[src/rtl/lsq_pkg.sv]
package lsq_pkg;

   localparam int SEG_IDX_W = 4;
   localparam int LTYPE_W   = 3;
   localparam int HD_HEAD_N = 5;
   localparam int SD_HALF_N = 5;

   typedef enum logic [1:0] {
      LV_BLANK = 2'b00,
      LV_NEG   = 2'b01,
      LV_POS   = 2'b10,
      LV_VIDEO = 2'b11
   } lsq_level_e;

   typedef enum logic [LTYPE_W-1:0] {
      LT_HD_ACTIVE = 3'd0,
      LT_HD_NORM   = 3'd1,
      LT_HD_BROAD  = 3'd2,
      LT_SD_EQ     = 3'd3,
      LT_SD_BROAD  = 3'd4,
      LT_SD_ACTIVE = 3'd5
   } lsq_ltype_e;

endpackage

[src/rtl/lsq_pix_line_ctr.sv]
module lsq_pix_line_ctr #(
   parameter int PIX_W  = 12,
   parameter int LINE_W = 11
) (
   input  logic              clk,
   input  logic              rst_n,
   input  logic [PIX_W-1:0]  total_pix,
   input  logic [LINE_W-1:0] frame_lines,
   output logic [PIX_W-1:0]  pix,
   output logic [LINE_W-1:0] line,
   output logic              eol
);

   localparam logic [LINE_W-1:0] FIRST_LINE = LINE_W'(1);
   localparam logic [PIX_W-1:0]  PIX_ONE    = PIX_W'(1);

   generate
      if (PIX_W < 4) begin : g_bad_pix_w
         $error("PIX_W too small for the fixed ramp states");
      end
      if (LINE_W < 2) begin : g_bad_line_w
         $error("LINE_W too small");
      end
   endgenerate

   assign eol = (pix == total_pix - PIX_ONE);

   always_ff @(posedge clk or negedge rst_n) begin
      if (!rst_n) begin
         pix  <= '0;
         line <= FIRST_LINE;
      end else if (eol) begin
         pix  <= '0;
         line <= (line >= frame_lines) ? FIRST_LINE : line + FIRST_LINE;
      end else begin
         pix  <= pix + PIX_ONE;
      end
   end


   pix_range_chk: assert property (@(posedge clk) disable iff (!rst_n)
      pix < total_pix);


   pix_wrap_chk: assert property (@(posedge clk) disable iff (!rst_n)
      eol |=> (pix == '0));


   line_step_chk: assert property (@(posedge clk) disable iff (!rst_n)
      (eol && (line < frame_lines)) |=> (line == $past(line) + FIRST_LINE));


   line_hold_chk: assert property (@(posedge clk) disable iff (!rst_n)
      !eol |=> $stable(line));

endmodule

[src/rtl/lsq_type_sel.sv]
module lsq_type_sel
   import lsq_pkg::*;
#(
   parameter int LINE_W = 11,
   parameter int NUM_BP = 4
) (
   input  logic [LINE_W-1:0]         line,
   input  logic [NUM_BP*LINE_W-1:0]  bp_line,
   input  logic [NUM_BP*LTYPE_W-1:0] bp_type,
   output lsq_ltype_e                ltype
);

   generate
      if (NUM_BP < 1) begin : g_bad_bp
         $error("NUM_BP must be at least 1");
      end
   endgenerate

   logic [LINE_W-1:0]  bpl [NUM_BP];
   logic [LTYPE_W-1:0] bpt [NUM_BP];
   logic [NUM_BP-1:0]  above;
   logic [LTYPE_W-1:0] pick;

   generate
      for (genvar g = 0; g < NUM_BP; g++) begin : g_entry
         assign bpl[g]   = bp_line[g*LINE_W +: LINE_W];
         assign bpt[g]   = bp_type[g*LTYPE_W +: LTYPE_W];
         assign above[g] = (bpl[g] > line);
      end
   endgenerate

   always_comb begin
      pick = bpt[NUM_BP-1];
      for (int i = NUM_BP - 1; i >= 0; i--) begin
         if (above[i]) pick = bpt[i];
      end
   end

   assign ltype = (pick > LTYPE_W'(5)) ? LT_HD_NORM : lsq_ltype_e'(pick);

endmodule

[src/rtl/lsq_seg_rom.sv]
module lsq_seg_rom
   import lsq_pkg::*;
#(
   parameter int PIX_W        = 12,
   parameter int RAMP_HD_EDGE = 2,
   parameter int RAMP_HD_MID  = 4,
   parameter int RAMP_SD      = 2
) (
   input  lsq_ltype_e           ltype,
   input  logic [SEG_IDX_W-1:0] idx,
   input  logic [PIX_W-1:0]     total_pix,
   input  logic [PIX_W-1:0]     sync_w,
   input  logic [PIX_W-1:0]     half_w,
   input  logic [PIX_W-1:0]     act_start,
   input  logic [PIX_W-1:0]     tail_w,
   input  logic [PIX_W-1:0]     broad_w,
   input  logic [PIX_W-1:0]     eq_w,
   input  logic                 pass_en,
   output logic [PIX_W-1:0]     seg_len,
   output lsq_level_e           seg_from,
   output lsq_level_e           seg_lvl,
   output logic                 seg_ramp,
   output logic                 seg_last
);

   generate
      if (RAMP_HD_EDGE < 1) begin : g_bad_hd_edge
         $error("RAMP_HD_EDGE must be at least 1");
      end
      if ((RAMP_HD_MID < 2) || (RAMP_HD_MID % 2 != 0)) begin : g_bad_hd_mid
         $error("RAMP_HD_MID must be even and at least 2");
      end
      if (RAMP_SD < 2) begin : g_bad_sd
         $error("RAMP_SD must be at least 2");
      end
   endgenerate

   localparam logic [PIX_W-1:0] HD_EDGE_L = PIX_W'(RAMP_HD_EDGE);
   localparam logic [PIX_W-1:0] HD_MID_L  = PIX_W'(RAMP_HD_MID);
   localparam logic [PIX_W-1:0] HD_CUT_L  = PIX_W'(RAMP_HD_EDGE + RAMP_HD_MID / 2);
   localparam logic [PIX_W-1:0] SD_LEAD_L = PIX_W'(RAMP_SD / 2);
   localparam logic [PIX_W-1:0] SD_TRL_L  = PIX_W'(RAMP_SD - RAMP_SD / 2);
   localparam logic [PIX_W-1:0] SD_FULL_L = PIX_W'(RAMP_SD);
   localparam logic [SEG_IDX_W-1:0] HD_HEAD_I = SEG_IDX_W'(HD_HEAD_N);
   localparam logic [SEG_IDX_W-1:0] SD_HALF_I = SEG_IDX_W'(SD_HALF_N);
   localparam logic [SEG_IDX_W-1:0] SD_LAST_I = SEG_IDX_W'(2 * SD_HALF_N - 1);

   typedef struct packed {
      logic [PIX_W-1:0] len;
      lsq_level_e       from;
      lsq_level_e       lvl;
      logic             ramp;
      logic             last;
   } seg_t;

   function automatic seg_t mk(input logic [PIX_W-1:0] len, input lsq_level_e from,
                               input lsq_level_e lvl, input logic ramp, input logic last);
      seg_t r;
      r.len  = len;
      r.from = from;
      r.lvl  = lvl;
      r.ramp = ramp;
      r.last = last;
      return r;
   endfunction

   logic [PIX_W-1:0]     two_sync;
   logic [PIX_W-1:0]     sync_inner;
   logic [PIX_W-1:0]     sd_pulse;
   logic [SEG_IDX_W-1:0] half_k;
   logic                 sd_last;
   lsq_level_e           pass_lvl;
   seg_t                 seg;

   assign two_sync   = sync_w << 1;
   assign sync_inner = sync_w - HD_CUT_L;
   assign sd_pulse   = (ltype == LT_SD_EQ) ? eq_w : broad_w;
   assign half_k     = (idx >= SD_HALF_I) ? idx - SD_HALF_I : idx;
   assign sd_last    = (idx == SD_LAST_I);
   assign pass_lvl   = pass_en ? LV_VIDEO : LV_BLANK;

   always_comb begin
      seg = mk(total_pix, LV_BLANK, LV_BLANK, 1'b0, 1'b1);
      case (ltype)
         LT_HD_ACTIVE, LT_HD_NORM, LT_HD_BROAD: begin
            if (idx < HD_HEAD_I) begin
               case (idx)
                  4'd0:    seg = mk(HD_EDGE_L,  LV_BLANK, LV_NEG,   1'b1, 1'b0);
                  4'd1:    seg = mk(sync_inner, LV_NEG,   LV_NEG,   1'b0, 1'b0);
                  4'd2:    seg = mk(HD_MID_L,   LV_NEG,   LV_POS,   1'b1, 1'b0);
                  4'd3:    seg = mk(sync_inner, LV_POS,   LV_POS,   1'b0, 1'b0);
                  default: seg = mk(HD_EDGE_L,  LV_POS,   LV_BLANK, 1'b1, 1'b0);
               endcase
            end else if (ltype == LT_HD_ACTIVE) begin
               case (idx)
                  4'd5:    seg = mk(act_start - two_sync, LV_BLANK, LV_BLANK, 1'b0, 1'b0);
                  4'd6:    seg = mk(total_pix - act_start - tail_w, LV_VIDEO, LV_VIDEO, 1'b0, 1'b0);
                  default: seg = mk(tail_w, LV_BLANK, LV_BLANK, 1'b0, 1'b1);
               endcase
            end else if (ltype == LT_HD_NORM) begin
               seg = mk(total_pix - two_sync, pass_lvl, pass_lvl, 1'b0, 1'b1);
            end else begin
               case (idx)
                  4'd5:    seg = mk(half_w - two_sync, LV_BLANK, LV_BLANK, 1'b0, 1'b0);
                  4'd6:    seg = mk(HD_EDGE_L, LV_BLANK, LV_NEG, 1'b1, 1'b0);
                  4'd7:    seg = mk(broad_w - (HD_EDGE_L << 1), LV_NEG, LV_NEG, 1'b0, 1'b0);
                  4'd8:    seg = mk(HD_EDGE_L, LV_NEG, LV_BLANK, 1'b1, 1'b0);
                  default: seg = mk(total_pix - half_w - broad_w, LV_BLANK, LV_BLANK, 1'b0, 1'b1);
               endcase
            end
         end
         LT_SD_EQ, LT_SD_BROAD: begin
            case (half_k)
               4'd0:    seg = mk(SD_LEAD_L, LV_BLANK, LV_NEG,   1'b1, 1'b0);
               4'd1:    seg = mk(sd_pulse,  LV_NEG,   LV_NEG,   1'b0, 1'b0);
               4'd2:    seg = mk(SD_FULL_L, LV_NEG,   LV_BLANK, 1'b1, 1'b0);
               4'd3:    seg = mk(half_w - sd_pulse - (SD_FULL_L << 1), LV_BLANK, LV_BLANK, 1'b0, 1'b0);
               default: seg = mk(SD_TRL_L,  LV_BLANK, LV_NEG,   1'b1, sd_last);
            endcase
         end
         LT_SD_ACTIVE: begin
            case (idx)
               4'd0:    seg = mk(SD_LEAD_L, LV_BLANK, LV_NEG,   1'b1, 1'b0);
               4'd1:    seg = mk(sync_w,    LV_NEG,   LV_NEG,   1'b0, 1'b0);
               4'd2:    seg = mk(SD_FULL_L, LV_NEG,   LV_BLANK, 1'b1, 1'b0);
               4'd3:    seg = mk(act_start - sync_w - SD_FULL_L - SD_LEAD_L, LV_BLANK, LV_BLANK, 1'b0, 1'b0);
               4'd4:    seg = mk(total_pix - act_start - tail_w - SD_TRL_L, LV_VIDEO, LV_VIDEO, 1'b0, 1'b0);
               4'd5:    seg = mk(tail_w,    LV_BLANK, LV_BLANK, 1'b0, 1'b0);
               default: seg = mk(SD_TRL_L,  LV_BLANK, LV_NEG,   1'b1, 1'b1);
            endcase
         end
         default: seg = mk(total_pix, LV_BLANK, LV_BLANK, 1'b0, 1'b1);
      endcase
   end

   assign seg_len  = seg.len;
   assign seg_from = seg.from;
   assign seg_lvl  = seg.lvl;
   assign seg_ramp = seg.ramp;
   assign seg_last = seg.last;

endmodule

[src/rtl/lsq_seg_engine.sv]
module lsq_seg_engine
   import lsq_pkg::*;
#(
   parameter int PIX_W = 12
) (
   input  logic                 clk,
   input  logic                 rst_n,
   input  logic                 eol,
   input  logic [PIX_W-1:0]     seg_len,
   input  logic                 seg_last,
   output logic [SEG_IDX_W-1:0] idx
);

   localparam logic [PIX_W-1:0]     PIX_ONE = PIX_W'(1);
   localparam logic [SEG_IDX_W-1:0] IDX_ONE = SEG_IDX_W'(1);

   logic [PIX_W-1:0] cnt_q;
   logic             seg_done;

   assign seg_done = (cnt_q == seg_len - PIX_ONE);

   always_ff @(posedge clk or negedge rst_n) begin
      if (!rst_n) begin
         idx   <= '0;
         cnt_q <= '0;
      end else if (eol) begin
         idx   <= '0;
         cnt_q <= '0;
      end else if (seg_done && !seg_last) begin
         idx   <= idx + IDX_ONE;
         cnt_q <= '0;
      end else begin
         cnt_q <= cnt_q + PIX_ONE;
      end
   end

   // the state spans of a line end exactly on the wrap
   row_fill_chk: assert property (@(posedge clk) disable iff (!rst_n)
      eol |-> (seg_last && seg_done));

   // a new line always begins at its first state
   line_restart_chk: assert property (@(posedge clk) disable iff (!rst_n)
      eol |=> (idx == '0));

endmodule

[src/rtl/lsq_line_sequencer.sv]
module lsq_line_sequencer
   import lsq_pkg::*;
#(
   parameter int PIX_W        = 12,
   parameter int LINE_W       = 11,
   parameter int NUM_BP       = 4,
   parameter int DATA_W       = 10,
   parameter int RAMP_HD_EDGE = 2,
   parameter int RAMP_HD_MID  = 4,
   parameter int RAMP_SD      = 2
) (
   input  logic                     clk,
   input  logic                     rst_n,
   input  logic [PIX_W-1:0]         cfg_total_pix,
   input  logic [LINE_W-1:0]        cfg_frame_lines,
   input  logic [PIX_W-1:0]         cfg_sync_w,
   input  logic [PIX_W-1:0]         cfg_half_w,
   input  logic [PIX_W-1:0]         cfg_act_start,
   input  logic [PIX_W-1:0]         cfg_tail_w,
   input  logic [PIX_W-1:0]         cfg_broad_w,
   input  logic [PIX_W-1:0]         cfg_eq_w,
   input  logic                     cfg_pass_en,
   input  logic [NUM_BP*LINE_W-1:0] cfg_bp_line,
   input  logic [NUM_BP*3-1:0]      cfg_bp_type,
   input  logic [DATA_W-1:0]        pix_in,
   output logic [PIX_W-1:0]         pix_o,
   output logic [LINE_W-1:0]        line_o,
   output logic [1:0]               lvl_o,
   output logic                     ramp_o,
   output logic [1:0]               ramp_from_o,
   output logic                     act_o,
   output logic [DATA_W-1:0]        vid_o
);

   generate
      if (DATA_W < 1) begin : g_bad_data_w
         $error("DATA_W must be at least 1");
      end
   endgenerate

   logic                 eol;
   lsq_ltype_e           ltype;
   logic [SEG_IDX_W-1:0] idx;
   logic [PIX_W-1:0]     seg_len;
   lsq_level_e           seg_from;
   lsq_level_e           seg_lvl;
   logic                 seg_ramp;
   logic                 seg_last;

   lsq_pix_line_ctr #(.PIX_W(PIX_W), .LINE_W(LINE_W)) u_ctr (
      .clk         (clk),
      .rst_n       (rst_n),
      .total_pix   (cfg_total_pix),
      .frame_lines (cfg_frame_lines),
      .pix         (pix_o),
      .line        (line_o),
      .eol         (eol)
   );

   lsq_type_sel #(.LINE_W(LINE_W), .NUM_BP(NUM_BP)) u_sel (
      .line    (line_o),
      .bp_line (cfg_bp_line),
      .bp_type (cfg_bp_type),
      .ltype   (ltype)
   );

   lsq_seg_engine #(.PIX_W(PIX_W)) u_eng (
      .clk      (clk),
      .rst_n    (rst_n),
      .eol      (eol),
      .seg_len  (seg_len),
      .seg_last (seg_last),
      .idx      (idx)
   );

   lsq_seg_rom #(
      .PIX_W        (PIX_W),
      .RAMP_HD_EDGE (RAMP_HD_EDGE),
      .RAMP_HD_MID  (RAMP_HD_MID),
      .RAMP_SD      (RAMP_SD)
   ) u_rom (
      .ltype     (ltype),
      .idx       (idx),
      .total_pix (cfg_total_pix),
      .sync_w    (cfg_sync_w),
      .half_w    (cfg_half_w),
      .act_start (cfg_act_start),
      .tail_w    (cfg_tail_w),
      .broad_w   (cfg_broad_w),
      .eq_w      (cfg_eq_w),
      .pass_en   (cfg_pass_en),
      .seg_len   (seg_len),
      .seg_from  (seg_from),
      .seg_lvl   (seg_lvl),
      .seg_ramp  (seg_ramp),
      .seg_last  (seg_last)
   );

   assign lvl_o       = seg_lvl;
   assign ramp_o      = seg_ramp;
   assign ramp_from_o = seg_from;
   assign act_o       = (seg_lvl == LV_VIDEO);
   assign vid_o       = act_o ? pix_in : '0;

   // every line opens with a falling sync edge leaving blank
   sync_start_chk: assert property (@(posedge clk) disable iff (!rst_n)
      (pix_o == '0) |-> (ramp_o && (ramp_from_o == 2'b00) && (lvl_o == 2'b01)));


   sd_no_pos_chk: assert property (@(posedge clk) disable iff (!rst_n)
      ((ltype == LT_SD_EQ) || (ltype == LT_SD_BROAD)) |-> ((lvl_o != 2'b10) && (ramp_from_o != 2'b10)));

   // the line type holds for the whole line
   type_hold_chk: assert property (@(posedge clk) disable iff (!rst_n)
      !eol |=> $stable(ltype));


   act_no_ramp_chk: assert property (@(posedge clk) disable iff (!rst_n)
      act_o |-> !ramp_o);

endmodule

[config.mk]
export PLATFORM = sky130hd
export DESIGN_NAME = lsq_line_sequencer
export DESIGN_NICKNAME = d
export VERILOG_FILES = /design/src/rtl/lsq_pkg.sv /design/src/rtl/lsq_pix_line_ctr.sv /design/src/rtl/lsq_type_sel.sv /design/src/rtl/lsq_seg_rom.sv /design/src/rtl/lsq_seg_engine.sv /design/src/rtl/lsq_line_sequencer.sv
export SDC_FILE = /design/constraint.sdc
export NUM_CORES = 1
export LEC_CHECK = 0
export BUFFER_PORTS_ARGS = -buffer_cell sky130_fd_sc_hd__buf_4
export CAP_MARGIN = 40
export CORE_MARGIN = 10
export CORE_UTILIZATION = 40
export DETAILED_ROUTE_END_ITERATION = 8
export GPL_TIMING_DRIVEN = 0
export HOLD_SLACK_MARGIN = 0.02
export SLEW_MARGIN = 15
export SYNTH_ARGS = -nofsm -noshare
export SYNTH_HDL_FRONTEND = slang
export SYNTH_SLANG_ARGS = --single-unit
[constraint.sdc]
create_clock -name clk -period 6.82 [get_ports clk]
set_input_delay 0.682 -clock clk [delete_from_list [all_inputs] [get_ports clk]]
set_output_delay 0.682 -clock clk [all_outputs]
set_load 0.005 [all_outputs]
==> impl_results.md, run 1 <==
* Seq/Total Area, Yosys at 0.0882
* Skew-Pair Late Insertion Delay at 290 ps
* Clock Skew at about 1.8 ps
* P per Cell Area at 188 nW/um^2
* Synth top area cells: ha_1 (17%), dfrtp_1 (8.6%), xnor2_1 (8.5%), inv_1 (5.2%), fa_1 (4.9%)
* Synth Cell Area at 11100 um^2
* Period minus WS final at roughly 6700 ps
* R2R cell count at 32
* DP HPWL at between 30000 and 40000 um
* # port buffers at 191
* Comb pwr share at 0.772
* Synth cell types at 94
* Layout area overhead at 26.4%
* Post-CTS Hold Buffers at 0
* Initial core utilization at 0.409
* Crit share post-route at 0.979
* Dpl cell area at 13000 um^2
* RePlAce Congestion at between 0.9 and 1
* Iter 0 DRT Violations at 1124
* Vias per inst at 5.83
* Final std cells w/o fill at about 2100
* # nets final at 2080
* Pins Over Slew Limit at 0
* Placed insts at about 2100
* Fin Hold WS at around 360 ps
* Footprint of the multi-input gates at roughly 9800 um^2
* CP Launch Point: cfg_bp_line[17]
* Worst Tran Pin Value at 825 ps
* RR Startpoint: u_ctr.line[6]
* Internal at 1.30 mW
* Final hold violations at 0
* Simple-gate area share of the yosys netlist at 0.230
* P_leak at ~6.3 nW
* Critical Path End Type: register
* Max Cap Viol at 0
* Reg2reg end: u_eng.idx[2]
* Slew headroom at 0.450
* Gr usage total at 0.244
* Most used cell along the critical path: a211oi_2
* Most frequent cell after synthesis: ha_1
* WP data required at 6990 ps
* Total grt overflow at 0
* Largest family of logic cells by synthesized area: compound AO/OA/AOI/OAI gates
* Max IR drop VDD at ~110 uV
* Mux contribution to synthesized area at 0.0220
* Deepest clock path buffer count at 2
* Synth Area in Compound Gates at 0.244
* TritonCTS buffer count at 5
* CTS tree: done
* Share of layout cells above drive strength 1 at 0.217
* CP max-delay cell: a311o_1
* R2R setup slack at 160 ps
* Setup slack at placement at -1660 ps
* Net switching power at between 1 and 1.5 mW
* Final core occ at 0.517
* Reg area at around 990 um^2
* Cells after Synth at 1496
* Synth async-reset ratio at 1.00
* Vias in the first global route at between 10000 and 15000
* Die width at approximately 190 um
* First-pass GRT wire length at 68700 um
* Min-delay worst type: input pin to asynchronous set/reset pin
* Unrepaired setup endpoints after global routing: yes
* Dominant synthesized flop cell: dfrtp_1
* Row cnt at 60
* Final worst slack at roughly 150 ps
* Root Buffer Master: clkbuf_16
* Syn_nets at approximately 1800
* Largest net degree at the start of global routing at 40
* Yosys warns at 0
* Status: complete, no violations
* Routed wire per std cell at about 21 um
* XOR/XNOR Fraction of Synth Area at 0.119
* Commonest cells post-synth: ha_1 (154), inv_1 (152), nor2_1 (143)
* Sequential Power Share at 0.131
* DRC at 0
* Number of synthesized flops with an enable pin at 0
* Leading area contributor after synthesis: ha_1
* Crit path to: u_eng.idx[2]
* Antenna Diode Count at 0
* Htree depth at 2
* Clock sinks at 39
* Critical Path Max Stage Delay at roughly 390 ps
* Via count at around 12000
* Std-Cell Core Area at approximately 27000 um^2
* Clk slew on worst S/H paths at ~60 ps
* Synth Area in Adders at 0.223
* Power share of the clock group at 0.097
* Element type at the critical path start: input pin
* WS Path Type: input pin to register
* Crit Path Max Fanout at 5
* DRT Pass-1 Iters at 8
* Final wirelength at between 40000 and 50000 um
* Synth top area share at 0.174
* Fmax at 150 MHz
* CP arrival at around 6900 ps
* Die height at 186 um
* I/O pin cnt at just over 200
* Antenna violations before repair at 0
* Finish-stage setup viols at 0
* Register bit total from synthesis at 39
* Setup TNS at 0 ps
* Avg Cell Area, Syn at approximately 7.4 um^2
* Fillers at between 2000 and 3000
* Die area at between 30000 and 40000 um^2
* Sw Ratio at 0.505
* Final instance area at approximately 14000 um^2
* Power, Total at 2.63 mW
* Final ANT Viol Nets at 0
## layout make-up
type                    instances  area share
clock buffers                   7      0.0109
repair buffers                234       0.127
plain buffers                  51      0.0191
clock inverters                 1    0.000536
inverters                     152      0.0409
well taps                     372      0.0332
flip-flops and latches         39      0.0704
multi-input cells            1252       0.698
## placed cells by master, fill, tap and decap left out, types with 38 or more instances in the layout
cell     instances
buf_4          233
ha_1           145
inv_1          142
nor2_1         140
xnor2_1        103
nand2_1         92
o21ai_0         91
a21oi_1         83
xor2_1          39
nand3_1         38
nor3_1          38
## what timing repair did
action,CTS,global route
setup endpoints to repair,16,16
gates resized for setup,55,60
pin swaps,27,43
buffers inserted,21,18
## worst max-delay path: cells and delay by family
family | cells | cell delay [ps]
AO/OA/AOI/OAI | 13 | 2630
XOR/XNOR | 1 | 150
adder cells (fa/ha/maj) | 3 | 700
buffers and inverters | 6 | 810
multiplexers | 2 | 500
AND/OR/NAND/NOR | 7 | 1350
## logic make-up (layout without fill, tap and decap cells)
kind of cell / after synthesis / in the layout
buffers and inverters: 205 / 445
AO/OA/AOI/OAI: 400 / 400
XOR/XNOR: 149 / 149
AND/OR/NAND/NOR: 499 / 499
multiplexers: 23 / 23
adder cells (fa/ha/maj): 181 / 181
flip-flops: 39 / 39
## power groups by stage
stage | clock (mW) | combinational (mW) | sequential [mW]
final | 0.257 | 2.03 | 0.345
after global routing | 0.274 | 2.21 | 0.352
after CTS | 0.262 | 1.91 | 0.343
after detailed placement | 0 | 1.80 | 0.346
after global placement | 0 | 1.78 | 0.344
after floorplan | 0 | 1.24 | 0.326
## layer usage
metal  vias up  share of wire  track usage
li1       5883              -            -
met1      5825           0.41        0.297
met4         0          0.037       0.0919
met2       490           0.48        0.420
met5         -              0            0
met3        82          0.071       0.0391
## sequential cells by signal (all words and copies together) (netlist names)
register,flops
u_ctr.line,11
u_eng.cnt_q,12
u_eng.idx,4
u_ctr.pix,12
## how the worst min path moves through the flow
stage                                from         endpoint  slack (ps)  cells past startpoint
after global placement    u_eng.cnt_q[11]  u_eng.cnt_q[11]         550                      2
after floorplan                     rst_n   u_ctr.line[10]         390                      0
final                               rst_n   u_eng.cnt_q[0]         360                      1
after detailed placement  u_eng.cnt_q[11]  u_eng.cnt_q[11]         550                      2
after global routing                rst_n  u_eng.cnt_q[10]         400                      1
after CTS                           rst_n   u_eng.cnt_q[0]         380                      1
(Power assumes the default switching activity.)
==> run 2: changes to the inputs <==
--- a/config.mk
+++ b/config.mk
@@ -12,7 +12,9 @@
 export DETAILED_ROUTE_END_ITERATION = 8
 export GPL_TIMING_DRIVEN = 0
 export HOLD_SLACK_MARGIN = 0.02
+export PLACE_DENSITY = 0.6
 export SLEW_MARGIN = 15
 export SYNTH_ARGS = -nofsm -noshare
 export SYNTH_HDL_FRONTEND = slang
+export SYNTH_HIERARCHICAL = 1
 export SYNTH_SLANG_ARGS = --single-unit
==> impl_results.md, run 2 <==
* Die height at 186 um (about the same)
* Syn_nets at 1807 (was 1841)
* Crit path max-delay family: simple AND/OR/NAND/NOR gates (was compound AO/OA/AOI/OAI gates)
* Final std cells w/o fill at 2041 (was 2108)
* Final hold violations at 0 (unchanged)
* Leading area contributor after synthesis: ha_1 (unchanged)
* Initial core utilization at 0.407 (was 0.409)
* Placed insts at 1995 (was 2063)
* Most used cell along the critical path: buf_6 (was a211oi_2)
* I/O pin cnt at 203 (unchanged)
* Largest registers: u_ctr/pix: 12 flops, u_eng/cnt_q: 12 flops, u_ctr/line: 11 flops (was u_ctr.pix: 12 flops, u_eng.cnt_q: 12 flops, u_ctr.line: 11 flops)
* Final ANT Viol Nets at 0 (unchanged)
* DRC at 0 (unchanged)
* Finish-stage setup viols at 16 (was 0)
* TritonCTS buffer count at 5 (unchanged)
* Critical Path End Type: register (unchanged)
* Status: finished with violations (was complete, no violations)
* WP data required at 6990 ps (about the same)
* Total grt overflow at 0 (unchanged)
* First-pass GRT wire length at 64700 um (was 68700 um)
* Dominant synthesized flop cell: dfrtp_1 (unchanged)
* Vias per inst at 5.89 (was 5.83)
* Layout area overhead at 25.4% (was 26.4%)
* Post-CTS Hold Buffers at 0 (unchanged)
* P_leak at 6.29 nW (was 6.28 nW)
* Antenna violations before repair at 1 (was 0)
* WS Path Type: input pin to register (unchanged)
* Skew-Pair Late Insertion Delay at 290 ps (about the same)
* Register bit total from synthesis at 39 (unchanged)
* DRT Pass-1 Iters at 5 (was 8)
* Unrepaired setup endpoints after global routing: yes (unchanged)
* Antenna Diode Count at 0 (unchanged)
* Max Cap Viol at 0 (unchanged)
* DP HPWL at 35200 um (was 37100 um)
* Htree depth at 2 (unchanged)
* Clk slew on worst S/H paths at 60 ps (about the same)
* Max IR drop VDD at 297 uV (was 113 uV)
* Synth top area share at 0.176 (was 0.174)
* Commonest cells post-synth: inv_1 (163), ha_1 (155), nor2_1 (128) (was ha_1 (154), inv_1 (152), nor2_1 (143))
* Most frequent cell after synthesis: inv_1 (was ha_1)
* CTS tree: done (unchanged)
* Gr usage total at 0.238 (was 0.244)
* # nets final at 2045 (was 2080)
* CP arrival at 7700 ps (was 6850 ps)
* Worst Tran Pin Value at 897 ps (was 825 ps)
* Vias in the first global route at 11683 (was 12010)
* Die width at 186 um (about the same)
* Min-delay worst type: input pin to asynchronous set/reset pin (unchanged)
* Critical Path Max Stage Delay at 450 ps (was 390 ps)
* Yosys warns at 6 (was 0)
* Via count at 12027 (was 12280)
* Most frequent cells in the layout: buf_4 (226), inv_1 (152), ha_1 (144) (was buf_4 (233), ha_1 (145), inv_1 (142))
* Seq/Total Area, Yosys at 0.0888 (was 0.0882)
* Pins Over Slew Limit at 0 (unchanged)
* Deepest clock path buffer count at 2 (unchanged)
* P per Cell Area at 179 nW/um^2 (was 188 nW/um^2)
* Std-Cell Core Area at 27000 um^2 (was 27100 um^2)
* Largest net degree at the start of global routing at 40 (unchanged)
* Synth Cell Area at 11000 um^2 (was 11100 um^2)
* Number of synthesized flops with an enable pin at 0 (unchanged)
* Violated checks: negative setup slack
* Final worst slack at -711 ps (was 146 ps)
* Critical path buffers and inverters at 6 (unchanged)
* Clock sinks at 39 (unchanged)
* Element type at the critical path start: input pin (unchanged)
* Fmax at 133 MHz (was 150 MHz)
* Synth cell types at 102 (was 94)
* Period minus WS final at 7530 ps (was 6670 ps)
* Cells after Synth at 1461 (was 1496)
* Share of layout cells above drive strength 1 at 0.227 (was 0.217)
* Root Buffer Master: clkbuf_16 (unchanged)
* Crit share post-route at 1.10 (was 0.979)
* CP max-delay cell: o32a_1 (was a311o_1)
* Routed wire per std cell at 20.9 um (was 21.3 um)
* RePlAce Congestion at 1.00 (was 0.991)
* Synth top area cells: ha_1 (18%), dfrtp_1 (8.6%), xnor2_1 (6.0%), inv_1 (5.6%), fa_1 (4.9%) (was ha_1 (17%), dfrtp_1 (8.6%), xnor2_1 (8.5%), inv_1 (5.2%), fa_1 (4.9%))
* Most common cell after layout, fill and taps aside: buf_4 (unchanged)
* Slew headroom at 0.396 (was 0.450)
* Iter 0 DRT Violations at 997 (was 1124)
* Row cnt at 60 (unchanged)
* Synth async-reset ratio at 1.00 (unchanged)
* Power, Total at 2.47 mW (was 2.63 mW)
* Clock Skew at 9.09 ps (was 1.81 ps)
* Final wirelength at 42700 um (was 44900 um)
* Die area at 34500 um^2 (was 34700 um^2)
* Crit Path Max Fanout at 5 (unchanged)
* Avg Cell Area, Syn at 7.53 um^2 (was 7.40 um^2)
* # port buffers at 191 (unchanged)
[run 2: cell count changes after synthesis, sizes merged, moves of 7 or more]
cell,delta
nor2b,+10
nand2,-14
xnor2,-32
inv,+11
mux2i,-7
o21ai,-8
clkbuf,-8
xor2,+12
o211ai,+8
nor2,-17
a31o,+7
[run 2: timing repair]
action,in CTS,in global routing
setup buffers,26,11
setup endpoints to repair,16,16
hold endpoints to repair,0,0
pin swaps,25,24
gates cloned,1,0
gates resized for setup,56,38
[run 2: through the flow]
| stage | util | area (um^2) | setup TNS [ps] | hold slack (ps) | setup slack, ps |
|---|---|---|---|---|---|
| 3_5_place_dp | 0.481 | 13000 | -26550 | 543 | -1790 |
| 5_1_grt | 0.510 | 13800 | -13920 | 406 | -954 |
| 4_1_cts | 0.500 | 13500 | -10960 | 382 | -776 |
| 6_report | 0.510 | 13800 | -10040 | 362 | -711 |
| 3_3_place_gp | 0.480 | 13000 | -26630 | 539 | -1800 |
| 2_1_floorplan | - | 11100 | -3690 | 386 | -407 |
[run 2: area by class of cell]
class / count / area, um^2
plain buffers: 40 / 215
clock buffers: 5 / 125
clock inverters: 3 / 15.0
fillers: 2694 / 13200
inverters: 164 / 621
multi-input cells: 1217 / 9630
flip-flops and latches: 39 / 988
well taps: 341 / 427
repair buffers: 232 / 1770
[run 2: path summary, 6_finish.rpt]
kind / start / slack (ps) / depth (start not counted) / end
setup reg to reg: u_ctr/line[4] / -680 / 33 / u_eng/idx[2]
hold reg to reg: u_eng/cnt_q[0] / 550 / 1 / u_eng/cnt_q[0]
min in group clk: u_eng/cnt_q[0] / 550 / 1 / u_eng/cnt_q[0]
setup / recovery: cfg_bp_line[26] / -710 / 33 / u_eng/idx[2]
hold / removal: rst_n / 360 / 1 / u_eng/cnt_q[3]
max in group asynchronous: rst_n / 6080 / 1 / u_ctr/line[3]
[run 2: kinds of logic (layout without fill, tap and decap cells)]
logic type,Yosys count,after routing,synth area share
AND/OR/NAND/NOR,451,451,0.212
AO/OA/AOI/OAI,434,434,0.276
buffers and inverters,205,444,0.0739
adder cells (fa/ha/maj),183,183,0.226
XOR/XNOR,128,128,0.102
flip-flops,39,39,0.0888
multiplexers,21,21,0.0206
[run 2: power by group]
| part | internal (mW) | switching [mW] |
|---|---|---|
| Sequential | 0.286 | 0.0951 |
| Clock | 0.133 | 0.0925 |
| Combinational | 0.800 | 1.06 |
| Total | 1.22 | 1.25 |
[run 2: per-layer routing]
layer | wire, um | part of all wire | global-route usage
met1 | 17600 | 0.41 | 0.301
met2 | 20800 | 0.49 | 0.408
met3 | 3180 | 0.074 | 0.0349
met4 | 1160 | 0.027 | 0.0709
met5 | 0 | 0 | 0
[run 2: worst reg2reg max path: cells and delay by family (launching register included)]
family	cells	cell delay (ps)
AND/OR/NAND/NOR	10	2440
AO/OA/AOI/OAI	10	2270
adder cells (fa/ha/maj)	4	950
multiplexers	2	650
buffers and inverters	6	580
flip-flops	1	370
XOR/XNOR	1	120
